===== src/rtl/ssrx_pkg.sv =====
package ssrx_pkg;
  parameter int unsigned NUM_DESC = 4;
  parameter int unsigned IDX_W    = $clog2(NUM_DESC);
  parameter int unsigned ADDR_W   = 6;
  parameter int unsigned LEN_W    = 6;
  parameter int unsigned WORD_W   = 16;
  parameter int unsigned CLEN_W   = $clog2(WORD_W + 1);
  parameter int unsigned MIN_CLEN = 4;

  typedef struct packed {
    logic              empty;
    logic              intr;
    logic              wrap;
    logic [ADDR_W-1:0] ptr;
    logic [LEN_W-1:0]  max_len;
    logic [LEN_W-1:0]  cnt;
  } rx_desc_t;
endpackage


===== src/rtl/ssrx_char_asm.sv =====
module ssrx_char_asm
  import ssrx_pkg::*;
(
  input  logic              clk_i,
  input  logic              rst_ni,
  input  logic              en_i,
  input  logic              sync_i,
  input  logic              bit_en_i,
  input  logic              sdata_i,
  input  logic [CLEN_W-1:0] char_len_i,
  input  logic              msb_first_i,
  output logic              char_vld_o,
  output logic [WORD_W-1:0] char_o
);
  localparam logic [CLEN_W-1:0] CLEN_MIN = CLEN_W'(MIN_CLEN);
  localparam logic [CLEN_W-1:0] CLEN_MAX = CLEN_W'(WORD_W);

  logic              synced_q;
  logic [CLEN_W-1:0] bit_cnt_q;
  logic [WORD_W-1:0] sh_q;
  logic [CLEN_W-1:0] clen;
  logic              take, last;
  logic [WORD_W-1:0] sh_nxt;

  always_comb begin
    if (char_len_i < CLEN_MIN)      clen = CLEN_MIN;
    else if (char_len_i > CLEN_MAX) clen = CLEN_MAX;
    else                            clen = char_len_i;
  end

  assign take = en_i & bit_en_i & (synced_q | sync_i);
  assign last = (bit_cnt_q == clen - CLEN_W'(1));

  // msb-first shifts up from zero; lsb-first drops the bit at its index
  always_comb begin
    if (msb_first_i) sh_nxt = {sh_q[WORD_W-2:0], sdata_i};
    else             sh_nxt = sh_q | (WORD_W'(sdata_i) << bit_cnt_q);
  end

  always_ff @(posedge clk_i or negedge rst_ni) begin
    if (!rst_ni) begin
      synced_q   <= 1'b0;
      bit_cnt_q  <= '0;
      sh_q       <= '0;
      char_vld_o <= 1'b0;
      char_o     <= '0;
    end else if (!en_i) begin
      synced_q   <= 1'b0;
      bit_cnt_q  <= '0;
      sh_q       <= '0;
      char_vld_o <= 1'b0;
    end else begin
      char_vld_o <= 1'b0;
      if (sync_i) synced_q <= 1'b1;
      if (take) begin
        if (last) begin
          char_o     <= sh_nxt;
          char_vld_o <= 1'b1;
          bit_cnt_q  <= '0;
          sh_q       <= '0;
        end else begin
          bit_cnt_q  <= bit_cnt_q + CLEN_W'(1);
          sh_q       <= sh_nxt;
        end
      end
    end
  end
endmodule


===== src/rtl/ssrx_desc_ring.sv =====
module ssrx_desc_ring
  import ssrx_pkg::*;
(
  input  logic              clk_i,
  input  logic              rst_ni,
  input  logic              en_i,
  input  logic              char_vld_i,
  input  logic              wr_en_i,
  input  logic [IDX_W-1:0]  wr_idx_i,
  input  logic              wr_empty_i,
  input  logic              wr_int_i,
  input  logic              wr_wrap_i,
  input  logic [ADDR_W-1:0] wr_ptr_i,
  input  logic [LEN_W-1:0]  wr_max_i,
  input  logic [IDX_W-1:0]  rd_idx_i,
  output logic              rd_empty_o,
  output logic [LEN_W-1:0]  rd_cnt_o,
  output logic              ram_we_o,
  output logic [ADDR_W-1:0] ram_waddr_o,
  output logic              irq_o,
  output logic              busy_o
);
  localparam logic [IDX_W-1:0] LAST_IDX = IDX_W'(NUM_DESC - 1);

  rx_desc_t         tbl_q [NUM_DESC];
  logic [IDX_W-1:0] cur_q;
  rx_desc_t         cur;
  logic             accept, full;
  logic [IDX_W-1:0] nxt_idx;

  assign cur         = tbl_q[cur_q];
  assign accept      = en_i & char_vld_i & cur.empty;
  assign full        = accept & ((cur.cnt + LEN_W'(1)) == cur.max_len);
  assign nxt_idx     = (cur.wrap || cur_q == LAST_IDX) ? '0 : cur_q + IDX_W'(1);
  assign ram_we_o    = accept;
  assign ram_waddr_o = cur.ptr + ADDR_W'(cur.cnt);
  assign rd_empty_o  = tbl_q[rd_idx_i].empty;
  assign rd_cnt_o    = tbl_q[rd_idx_i].cnt;

  always_ff @(posedge clk_i or negedge rst_ni) begin
    if (!rst_ni) begin
      for (int i = 0; i < NUM_DESC; i++) tbl_q[i] <= '0;
      cur_q  <= '0;
      irq_o  <= 1'b0;
      busy_o <= 1'b0;
    end else begin
      irq_o <= 1'b0;
      if (!en_i) begin
        cur_q  <= '0;
        busy_o <= 1'b0;
      end else if (char_vld_i) begin
        if (!cur.empty) begin
          busy_o <= 1'b1;
        end else begin
          tbl_q[cur_q].cnt <= cur.cnt + LEN_W'(1);
          if (full) begin
            tbl_q[cur_q].empty <= 1'b0;
            irq_o              <= cur.intr;
            cur_q              <= nxt_idx;
          end
        end
      end
      // host write takes priority over a same-cycle update
      if (wr_en_i) begin
        tbl_q[wr_idx_i] <= '{empty: wr_empty_i, intr: wr_int_i, wrap: wr_wrap_i,
                             ptr: wr_ptr_i, max_len: wr_max_i, cnt: '0};
      end
    end
  end
endmodule


===== src/rtl/ssrx_buf_ram.sv =====
module ssrx_buf_ram
  import ssrx_pkg::*;
(
  input  logic              clk_i,
  input  logic              we_i,
  input  logic [ADDR_W-1:0] waddr_i,
  input  logic [WORD_W-1:0] wdata_i,
  input  logic [ADDR_W-1:0] raddr_i,
  output logic [WORD_W-1:0] rdata_o
);
  localparam int unsigned DEPTH = 1 << ADDR_W;

  logic [WORD_W-1:0] mem_q [DEPTH];

  always_ff @(posedge clk_i) begin
    if (we_i) mem_q[waddr_i] <= wdata_i;
  end

  assign rdata_o = mem_q[raddr_i];
endmodule


===== src/rtl/sync_serial_rx.sv =====
module sync_serial_rx
  import ssrx_pkg::*;
(
  input  logic              clk_i,
  input  logic              rst_ni,
  input  logic              en_i,
  input  logic              sync_i,
  input  logic              bit_en_i,
  input  logic              sdata_i,
  input  logic [CLEN_W-1:0] char_len_i,
  input  logic              msb_first_i,
  input  logic              dsc_we_i,
  input  logic [IDX_W-1:0]  dsc_widx_i,
  input  logic              dsc_empty_i,
  input  logic              dsc_int_i,
  input  logic              dsc_wrap_i,
  input  logic [ADDR_W-1:0] dsc_ptr_i,
  input  logic [LEN_W-1:0]  dsc_max_i,
  input  logic [IDX_W-1:0]  dsc_ridx_i,
  output logic              dsc_empty_o,
  output logic [LEN_W-1:0]  dsc_cnt_o,
  input  logic [ADDR_W-1:0] buf_raddr_i,
  output logic [WORD_W-1:0] buf_rdata_o,
  output logic              irq_o,
  output logic              busy_o
);
  logic              char_vld;
  logic [WORD_W-1:0] char_w;
  logic              ram_we;
  logic [ADDR_W-1:0] ram_waddr;

  ssrx_char_asm u_asm (
    .clk_i       (clk_i),
    .rst_ni      (rst_ni),
    .en_i        (en_i),
    .sync_i      (sync_i),
    .bit_en_i    (bit_en_i),
    .sdata_i     (sdata_i),
    .char_len_i  (char_len_i),
    .msb_first_i (msb_first_i),
    .char_vld_o  (char_vld),
    .char_o      (char_w)
  );

  ssrx_desc_ring u_ring (
    .clk_i       (clk_i),
    .rst_ni      (rst_ni),
    .en_i        (en_i),
    .char_vld_i  (char_vld),
    .wr_en_i     (dsc_we_i),
    .wr_idx_i    (dsc_widx_i),
    .wr_empty_i  (dsc_empty_i),
    .wr_int_i    (dsc_int_i),
    .wr_wrap_i   (dsc_wrap_i),
    .wr_ptr_i    (dsc_ptr_i),
    .wr_max_i    (dsc_max_i),
    .rd_idx_i    (dsc_ridx_i),
    .rd_empty_o  (dsc_empty_o),
    .rd_cnt_o    (dsc_cnt_o),
    .ram_we_o    (ram_we),
    .ram_waddr_o (ram_waddr),
    .irq_o       (irq_o),
    .busy_o      (busy_o)
  );

  ssrx_buf_ram u_ram (
    .clk_i   (clk_i),
    .we_i    (ram_we),
    .waddr_i (ram_waddr),
    .wdata_i (char_w),
    .raddr_i (buf_raddr_i),
    .rdata_o (buf_rdata_o)
  );
endmodule


===== config.mk =====
export PLATFORM = sky130hd
export DESIGN_NAME = sync_serial_rx
export DESIGN_NICKNAME = d
export VERILOG_FILES = /design/src/rtl/ssrx_pkg.sv /design/src/rtl/ssrx_char_asm.sv /design/src/rtl/ssrx_desc_ring.sv /design/src/rtl/ssrx_buf_ram.sv /design/src/rtl/sync_serial_rx.sv
export SDC_FILE = /design/constraint.sdc
export NUM_CORES = 1
export LEC_CHECK = 0
export ABC_AREA = 1
export BUFFER_PORTS_ARGS = -buffer_cell sky130_fd_sc_hd__buf_2
export CORE_UTILIZATION = 40
export CTS_CLUSTER_SIZE = 16
export DETAILED_ROUTE_END_ITERATION = 8
export SLEW_MARGIN = 5
export SYNTH_ARGS = -nofsm -noshare
export SYNTH_HDL_FRONTEND = slang
export SYNTH_SLANG_ARGS = --single-unit
export TNS_END_PERCENT = 100

===== constraint.sdc =====
create_clock -name clk_i -period 4.87 [get_ports clk_i]
set_input_delay 0.2435 -clock clk_i [delete_from_list [all_inputs] [get_ports clk_i]]
set_output_delay 0.2435 -clock clk_i [all_outputs]
set_load 0.02 [all_outputs]

Yosys cells after proc, flatten, opt, wreduce, memory -nomap -nowiden. Memory sizes are Yosys's and may differ from the RTL's. Cells that the tools add are included.

Register bits: 127. Bits in writable memories: 1024. Input bits: 38. Logic and storage cells: 119. Memories: 1.

$add $sub $neg: 5. $lt $le $gt $ge: 7. Equal/unequal tests: 9. Shift operators: 1. Multiplexer cells: 48. Bitwise logic cells: 10. Reductions and logical operators: 6.

Memory list: u_ram.mem_q (words 64, width 16, rd ports 1, clocked after Yosys merged registers in 0, wr ports 1, line ssrx_buf_ram.sv:13) `logic [WORD_W-1:0] mem_q [DEPTH];`.

Operator list (number): two-way mux 84 bit (5); bitwise mux 84 bit (3); demux 21 bit (select 2 bit) (3); two-way mux 21 bit (6); binary-select mux 21 bit (select 2 bit) (2); two-way mux 16 bit (4); two-way mux 5 bit (5); bitwise OR 16 bit (1); << shifter 1 x 5 -> 16 bit (1); two-way mux 1 bit (14); two-way mux 2 bit (5); != test 2 x 1 -> 1 bit (second input constant) (5); >= comparator 3 bit (second input constant) (3); NOT 2 -> 3 bit (3); adder 6 x 1 -> 6 bit (second input constant) (1); adder 6 bit (1); == test 6 bit (1); < comparator 3 x 1 -> 1 bit (second input constant) (2); two-way mux 6 bit (1); AND reduction 3 bit (2); adder 5 x 1 -> 5 bit (second input constant) (1); bitwise AND 1 bit (5); == test 5 bit (1); greater-than comparator 5 bit (second input constant) (1); other kinds (9) (10).

Logic depth before layout (Yosys ltp). Gate-level depths: netlist of the first run.

Depth in word-level cells: 13. Depth in mapped cells: 18. Depth with buffers taken out: 17.

Hierarchy. A second synthesis of the first run with hierarchy kept.

Cell total of the unflattened synthesis: 4446. Area, all modules: 48776.8 µm².

Modules (own cells, without submodules): ssrx_buf_ram (times used 1, cells an instance 3501, area an instance 41778.8 µm², seq. area each 30749.5 µm²); ssrx_desc_ring (times used 1, cells an instance 632, area an instance 4768.3 µm², seq. area each 2202.1 µm²); ssrx_char_asm (times used 1, cells an instance 313, area an instance 2229.6 µm², seq. area each 975.9 µm²).

Worst setup path before layout of the first run. Ideal clock, no wire load.

Kind: reg2reg. Start: reg u_ring.cur_q[0]. End: mem u_ram.mem_q[16][0] (enable). Library setup time: 0.388 ns. Arrival time: 3.570 ns. Data required time: 4.482 ns. Slack: 0.912 ns. Cell stages (with the launch flop): 16. Path buffers: 4. Clock period less this slack: 3.958 ns. Path through: dfrtp_1 buf_6 inv_4 buf_6 buf_2 buf_1 o21ai_0 o22ai_1 ha_1 inv_1 fa_1 o21ai_0 xnor2_1 inv_1 nand3_2 nor2_1.

Word-level cells in the longest chain between the ends: 7.

Ends and longest elaborated chain: start, declared (line ssrx_desc_ring.sv:26) `logic [IDX_W-1:0] cur_q;`; start signal, assigned (line ssrx_desc_ring.sv:59) `cur_q <= nxt_idx;`; NOT 2 -> 3 bit (not written as such) (*) (line ssrx_desc_ring.sv:31) `assign cur = tbl_q[cur_q];`; binary-select mux 21 bit (select 2 bit) (*) (line ssrx_desc_ring.sv:31); two-way mux 21 bit (not written as such) (*) (2 in series) (line ssrx_desc_ring.sv:31); parallel branches: the longest is 3 deep, another holds adder 6 bit; end, declared (line ssrx_buf_ram.sv:13).

Mark *: on every way between the ends. The select of a mux whose other input is x is not followed.

Worst setup path after layout of the first run.
Start: reg u_ring.cur_q[0]. End: mem u_ram.mem_q[30][14] (enable).

Same word-level chain as after synthesis.

==> out/qor.yml, run 1 <==
status:
  status: "finished, final reports clean"
finish:
  layout_common_cells: "edfxtp_1 (1024), o21ai_0 (654), nor2_1 (641)"
  multi_input_area_um2: 11200
  final_nets: 3832
  final_common_cell: "edfxtp_1"
  area.sequential_um2: 34000
  fill_cells: 10200
  syn2layout_area_growth_pct: 13.8
  drive_above_1_share_pct: 10.5
floorplan:
  dieWidth_um: 343
  ios: 63
  die_area_um2: 118000
  rows: 124
  die_y_um: 343
  core-area_um2: 115000
  start_util_pct: 40.5
place:
  io_buffer_count: 62
  dp_hpwl_um: 76100
  gp_congestion: 0.887
worst_setup_path:
  crit_fanout: 38
  crit_slowest_cell: "dfrtp_1"
  cp-startpoint: "u_ring.cur_q[0]"
  critPathRequiredTime_ps: 5280
  critPathLaunchType: "flip-flop"
  worst-path-buf-inv: 4
  slowest_delay_ps: 620
  crit_arrival_ps: 4590
  worstPathCellList: "inv_4 -> o21ai_0 -> o22ai_1 -> ha_1 -> inv_1 -> fa_1 -> xnor2_1 -> inv_1 -> nor2_1 -> nand2_1 -> nor2_1 -> buf_4"
  path_delay_family: "simple AND/OR/NAND/NOR gates"
  r2r-start: "u_ring.cur_q[0]"
  critPathCaptureType: "flip-flop"
  critPathKind: "flip-flop to flip-flop"
pwr:
  clockPowerShare_pct: 42.4
  seq_power_share_pct: 51.5
  peakVddDrop_v: 0.000276
  internal_power_uw: 16800
  total_leakage_power_uw: 0.0183
  pwr-share-comb_pct: 6.0
  switching_power_uw: 5170
  p_per_area_nw_per_um2: 414
  swShare_pct: 23.6
timing:
  whs_ps: 104
  worst_clock_skew_ps: 42.9
  setup_violations: 0
  slew_viol_final: 0
  fin_crit_ps: 4180
  grt_setup_unrepaired: "no"
  relSlewSlack_pct: 22.6
  tightest_slew_ps: 1160
  timing.fmax_mhz: 239
  tns_ps: 0
  min_period_over_period_pct: 85.7
  hold_violations: 0
logic_synthesis:
  yosys.area.top_type: "edfxtp_1"
  synth_nets: 3771
  seq_area_frac_synth_pct: 72.8
  syn_area_per_cell_um2: 12.5
  ys.warnings.count: 0
  synth.distinct_cells: 39
  yosys-top-cells-area: "edfxtp_1 (66%), o21ai_0 (7.0%), dfrtp_1 (6.8%)"
  synth.cell_area_um2: 46600
  ys_ff_latch: 1151
  synth-edff-count: 1024
  async_flop_share_pct: 11.0
  synth-main-ff-cell: "edfxtp_1"
  synth_cells: 3720
  synth_top_area_share_pct: 66.0
clock_network:
  tritoncts: "yes"
  clk-insertion-delay-late_ps: 710
  path_clk_slew_ps: 70
  cts_sinks: 1151
  htree_levels: 3
  clockRootBuffer: "clkbuf_16"
  post-cts-setup-buffers: 0
  cts-buffers-inserted: 114
  cts_buffer_depth: 3
global_route:
  grt_pass1_vias: 29800
  grt_start_max_net_pins: 188
  overflow: 0
  antenna_found_initial: 2
  grt_pass1_wl_um: 193000
  grt_usage_pct: 22.0
drt:
  drt_iter0_drc: 4117
  drtPass1Iterations: 6
  wl_per_cell_um: 24.4
  postRouteAntennaNets: 0
  finalWirelength_um: 131000
  viasPerCell: 5.79
  vias: 31200
  post-route-drc-count: 0
flow_run:
  drv_cap: 0
min_path:
  min_path_type: "primary input to async pin"
-- final timing paths --
path | depth (start not counted) | slack, ps | to
hold / removal | 2 | 100 | u_ring.tbl_q[30]
hold reg to reg | 2 | 490 | u_ring.tbl_q[11]
setup reg to reg | 12 | 690 | u_ram.mem_q[30][14]
setup / recovery | 12 | 690 | u_ram.mem_q[30][14]
min in group clk_i | 5 | 130 | u_ring.tbl_q[51]
max in group asynchronous | 3 | 3750 | u_asm.char_o[4]
-- what timing repair did --
item                      in CTS  in global routing
hold endpoints to repair     115                  0
hold buffers                  20                  0
resized for setup              0                  0
-- cell families (layout without fill, tap and decap cells) --
family | count (synthesis) | in the layout | share of synthesized area, %
and+or+nand+nor | 1068 | 1068 | 9.22
other | 0 | 1 | 0
buffers and inverters | 362 | 522 | 3.11
adders and majority gates | 13 | 13 | 0.365
AOI/OAI and AO/OA | 1112 | 1112 | 14.2
xor gates and xnor gates | 14 | 14 | 0.344
DFF | 1151 | 1151 | 72.8
-- final cells by class --
cell class              count  area share, %
inverters                 103          0.762
repair buffers            204           2.89
clock inverters            87           1.92
diodes                      1        0.00472
flip-flops and latches   1151           64.1
well taps                1512           3.57
multi-input cells        2207           21.2
clock buffers             128           5.58
-- per-stage QoR --
step | setup slack [ps] | utilization (%) | instances | area [um^2] | power [uW]
5_1_grt | 465 | 46.1 | 5392 | 53000 | 22500
6_report | 694 | 46.1 | 5393 | 53000 | 21900
3_3_place_gp | 859 | 42.5 | 5157 | 48900 | 12800
4_1_cts | 773 | 46.1 | 5392 | 53000 | 22000
2_1_floorplan | 912 | - | 3720 | 46600 | 12100
3_5_place_dp | 812 | 42.5 | 5157 | 48900 | 12800
-- registers in the layout (all words and copies together), names as in the netlist --
name	cells
u_ram.mem_q	1024
u_ring.irq_o	1
u_asm.bit_cnt_q	5
u_ring.busy_o	1
u_asm.char_o	16
u_ring.tbl_q	84
u_asm.synced_q	1
u_asm.sh_q	16
u_asm.char_vld_o	1
u_ring.cur_q	2
-- worst reg2reg max path: stages (launching register included) --
cell and delay [ps]:
dfrtp_1 620, inv_4 420, o21ai_0 150, o22ai_1 160, ha_1 190, inv_1 60, fa_1 450, xnor2_1 320
inv_1 100, nor2_1 150, nand2_1 610, nor2_1 400, buf_4 250
-- power groups by stage --
stage               registers (uW)  clock network [uW]  logic, uW
finish                       11300                9310       1320
global route                 11300                9780       1440
CTS                          11300                9410       1310
detailed placement           11500                   0       1290
global placement             11500                   0       1280
floorplan                    11300                   0        788
-- synthesized netlist by cell type (4+ instances only) --
master / instances
buf_2: 37
buf_1: 5
clkbuf_1: 208
ha_1: 12
nand3_1: 157
nor2_1: 649
o221ai_1: 128
o21ai_1: 4
buf_4: 7
a211oi_1: 4
dfrtp_1: 127
o22ai_1: 154
o211ai_1: 130
xor2_1: 7
edfxtp_1: 1024
nor3_1: 7
o21ai_0: 654
inv_2: 5
inv_1: 96
a21oi_1: 31
xnor2_1: 5
nand2_1: 238
nand3_2: 9
-- routing by layer --
metal	vias up	global-route usage, %	wire length (um)
met2	1498	34.4	60600
li1	14000	-	-
met1	15500	31.5	55900
met5	-	0	0
met4	0	6.51	3670
met3	220	3.82	11300
Power figures use the tool's default switching activity.
==> run 2, diff against run 1 <==
ABC_AREA = not set   (was 1)
==> run 2 against run 1 <==
Effect of this change: power decreased by 2.6%; worst hold slack better by 16 ps; global-route usage shrank 2.4 points; critical path depth is 1 lower; combinational power increased by 4%; flip-flop and latch count is the same; utilization is 0.37 points higher; maximum frequency is 6.8% lower; synthesized cell count down 41%; clock power down 9.9%.
==> out/qor.yml, run 2 <==
place:
  dpl.cell_count: 3743
  io_buffer_count: 62
  dp_hpwl_um: 68200
  gp_congestion: 0.808
finish:
  multi_input_area_um2: 11500
  syn2layout_area_growth_pct: 14.9
  drive_above_1_share_pct: 32.5
  num_antenna_cells: 0
  top_register: "u_ram.mem_q"
  largestRegisters: "u_ram.mem_q x1024, u_ring.tbl_q x84"
  final_cell_count_no_fill: 3971
  layout_common_cells: "edfxtp_1 (1024), mux4_2 (352), nand2_1 (173)"
  final_common_cell: "edfxtp_1"
  largest_reg_flops: 1024
  final_nets: 2429
  fill_cells: 9258
  final_util_pct: 46.5
  area.sequential_um2: 34000
timing:
  tns_ps: 0
  slew_viol_final: 0
  grt_setup_unrepaired: "no"
  timing.fmax_mhz: 223
  setup_violations: 0
  fin_crit_ps: 4480
  hold_violations: 0
  min_period_over_period_pct: 92.0
  relSlewSlack_pct: 22.5
  worst_clock_skew_ps: 44.7
  tightest_slew_ps: 1160
floorplan:
  start_util_pct: 40.5
  dieWidth_um: 340
  die_y_um: 340
  rows: 123
  core-area_um2: 113000
  die_area_um2: 115000
  ios: 63
clock_network:
  path_clk_slew_ps: 60
  htree_levels: 3
  clockRootBuffer: "clkbuf_16"
  cts_sinks: 1151
  postCtsResizedCells: 0
  post-cts-setup-buffers: 0
  cts_buffer_depth: 3
  cts-buffers-inserted: 113
  clk-insertion-delay-late_ps: 700
  tritoncts: "yes"
worst_setup_path:
  critPathKind: "flip-flop to flip-flop"
  crit_fanout: 21
  r2r_end: "u_ram.mem_q[50][2]"
  critPathRequiredTime_ps: 5300
  endpoint: "u_ram.mem_q[50][2]"
  r2r_slack_ps: 390
  critPathLaunchType: "flip-flop"
  reg2reg_depth: 11
  crit_arrival_ps: 4910
  r2r-start: "u_ring.cur_q[0]"
  critPathCaptureType: "flip-flop"
  cp-startpoint: "u_ring.cur_q[0]"
pwr:
  p_per_area_nw_per_um2: 408
  seq_power_share_pct: 54.3
  swShare_pct: 23.1
  total_leakage_power_uw: 0.0169
  internal_power_uw: 16400
  pwr-share-comb_pct: 6.4
  switching_power_uw: 4930
  clockPowerShare_pct: 39.3
  peakVddDrop_v: 0.000305
drt:
  drtPass1Iterations: 5
  post-route-drc-count: 0
  wl_per_cell_um: 28.2
  viasPerCell: 5.64
  vias: 22400
  finalWirelength_um: 112000
  drt_iter0_drc: 2503
  postRouteAntennaNets: 0
min_path:
  hold_depth: 5
  min_path_type: "primary input to flip-flop"
logic_synthesis:
  synth.distinct_cells: 51
  yosys-top-cells-area: "edfxtp_1 (67%), mux4_2 (17%), dfrtp_1 (7.0%)"
  syn_area_per_cell_um2: 20.9
  synth.most_common_cell: "edfxtp_1"
  synth.cell_area_um2: 45700
  yosys.area.top_type: "edfxtp_1"
  synth_cells: 2187
  synth_nets: 2238
  synth_top_area_share_pct: 67.4
  ys.warnings.count: 0
  ys_ff_latch: 1151
  synthTopCellsByCount: "edfxtp_1 (1024), mux4_2 (352), nand2_1 (173)"
  async_flop_share_pct: 11.0
  synth-edff-count: 1024
  seq_area_frac_synth_pct: 74.3
  synth-main-ff-cell: "edfxtp_1"
global_route:
  overflow: 0
  grt_start_max_net_pins: 85
  grt_pass1_vias: 22800
  grt_pass1_wl_um: 163000
  antenna_found_initial: 9
  grt_usage_pct: 19.6
flow_run:
  drv_cap: 0
status:
  status: "finished, final reports clean"
## run 2: changes by cell type in the layout (fill, tap and decap cells not counted), moves of 130 or more
cell      previous run  this run
mux4_2               0       352
nand3_1            157         8
nor2_1             641        49
o211ai_1           130         0
o21ai_0            654        21
o22ai_1            154         0
## run 2: cell type report
| cell class | count | area share, % |
|---|---|---|
| flip-flops and latches | 1151 | 64.8 |
| multi-input cells | 886 | 21.8 |
| well taps | 1500 | 3.58 |
| repair buffers | 201 | 2.87 |
| clock buffers | 144 | 5.79 |
| inverters | 25 | 0.179 |
| clock inverters | 64 | 0.973 |
## run 2: worst min-delay path by stage
stage	from	end	slack, ps
after floorplan	rst_ni	u_asm.bit_cnt_q[0]	-50
after global placement	u_ring.tbl_q[32]	u_ring.tbl_q[32]	450
after detailed placement	u_ring.tbl_q[38]	u_ring.tbl_q[38]	460
after CTS	bit_en_i	u_asm.bit_cnt_q[3]	70
after global routing	bit_en_i	u_asm.bit_cnt_q[3]	110
final	bit_en_i	u_asm.bit_cnt_q[3]	120
## run 2: repair_timing
action,CTS,global route
endpoints found under the setup margin,0,0
hold endpoints to repair,149,0
hold buffers,20,0
## run 2: cells by family after synthesis
kind of cell | Yosys count | share of synthesized area, %
flip-flops | 1151 | 74.3
multiplexers | 414 | 18.8
AND/OR/NAND/NOR | 330 | 3.20
buffers and inverters | 150 | 1.35
AO/OA/AOI/OAI | 106 | 1.36
XOR/XNOR | 23 | 0.570
adder cells (fa/ha/maj) | 13 | 0.373
## run 2: worst max-delay path, stage by stage, from the launching register on
cell and delay [ps]:
dfrtp_1 740, mux4_1 740, ha_1 320, a21o_1 190, a21oi_1 280, o21bai_1 100
a21oi_1 160, buf_4 170, xor2_4 820, buf_4 390, nor3_2 70, buf_4 240
## run 2: metrics by stage
step                hold WS (ps)  setup slack (ps)  total power, uW  area [um^2]
floorplan                  -52.1               309            12400        45700
global placement             452               321            13200        48700
detailed placement           460               323            13200        48700
CTS                         69.2               323            21600        52500
global route                 114              88.8            22000        52500
finish                       120               388            21400        52500
## run 2: layer usage
metal | GRT usage, % | vias to the layer above | part of all wire [%]
li1 | - | 9358 | -
met1 | 28.2 | 11900 | 42
met2 | 30.3 | 908 | 47
met3 | 3.81 | 166 | 7.5
met4 | 6.09 | 4 | 3.1
met5 | 0 | - | 0.024
## run 2: power by group through the flow
stage | combinational [uW] | clock [uW] | sequential [uW]
2_1_floorplan | 748 | 0 | 11600
4_1_cts | 1380 | 8530 | 11600
5_1_grt | 1450 | 8910 | 11700
3_5_place_dp | 1370 | 0 | 11800
3_3_place_gp | 1340 | 0 | 11800
6_report | 1370 | 8390 | 11600
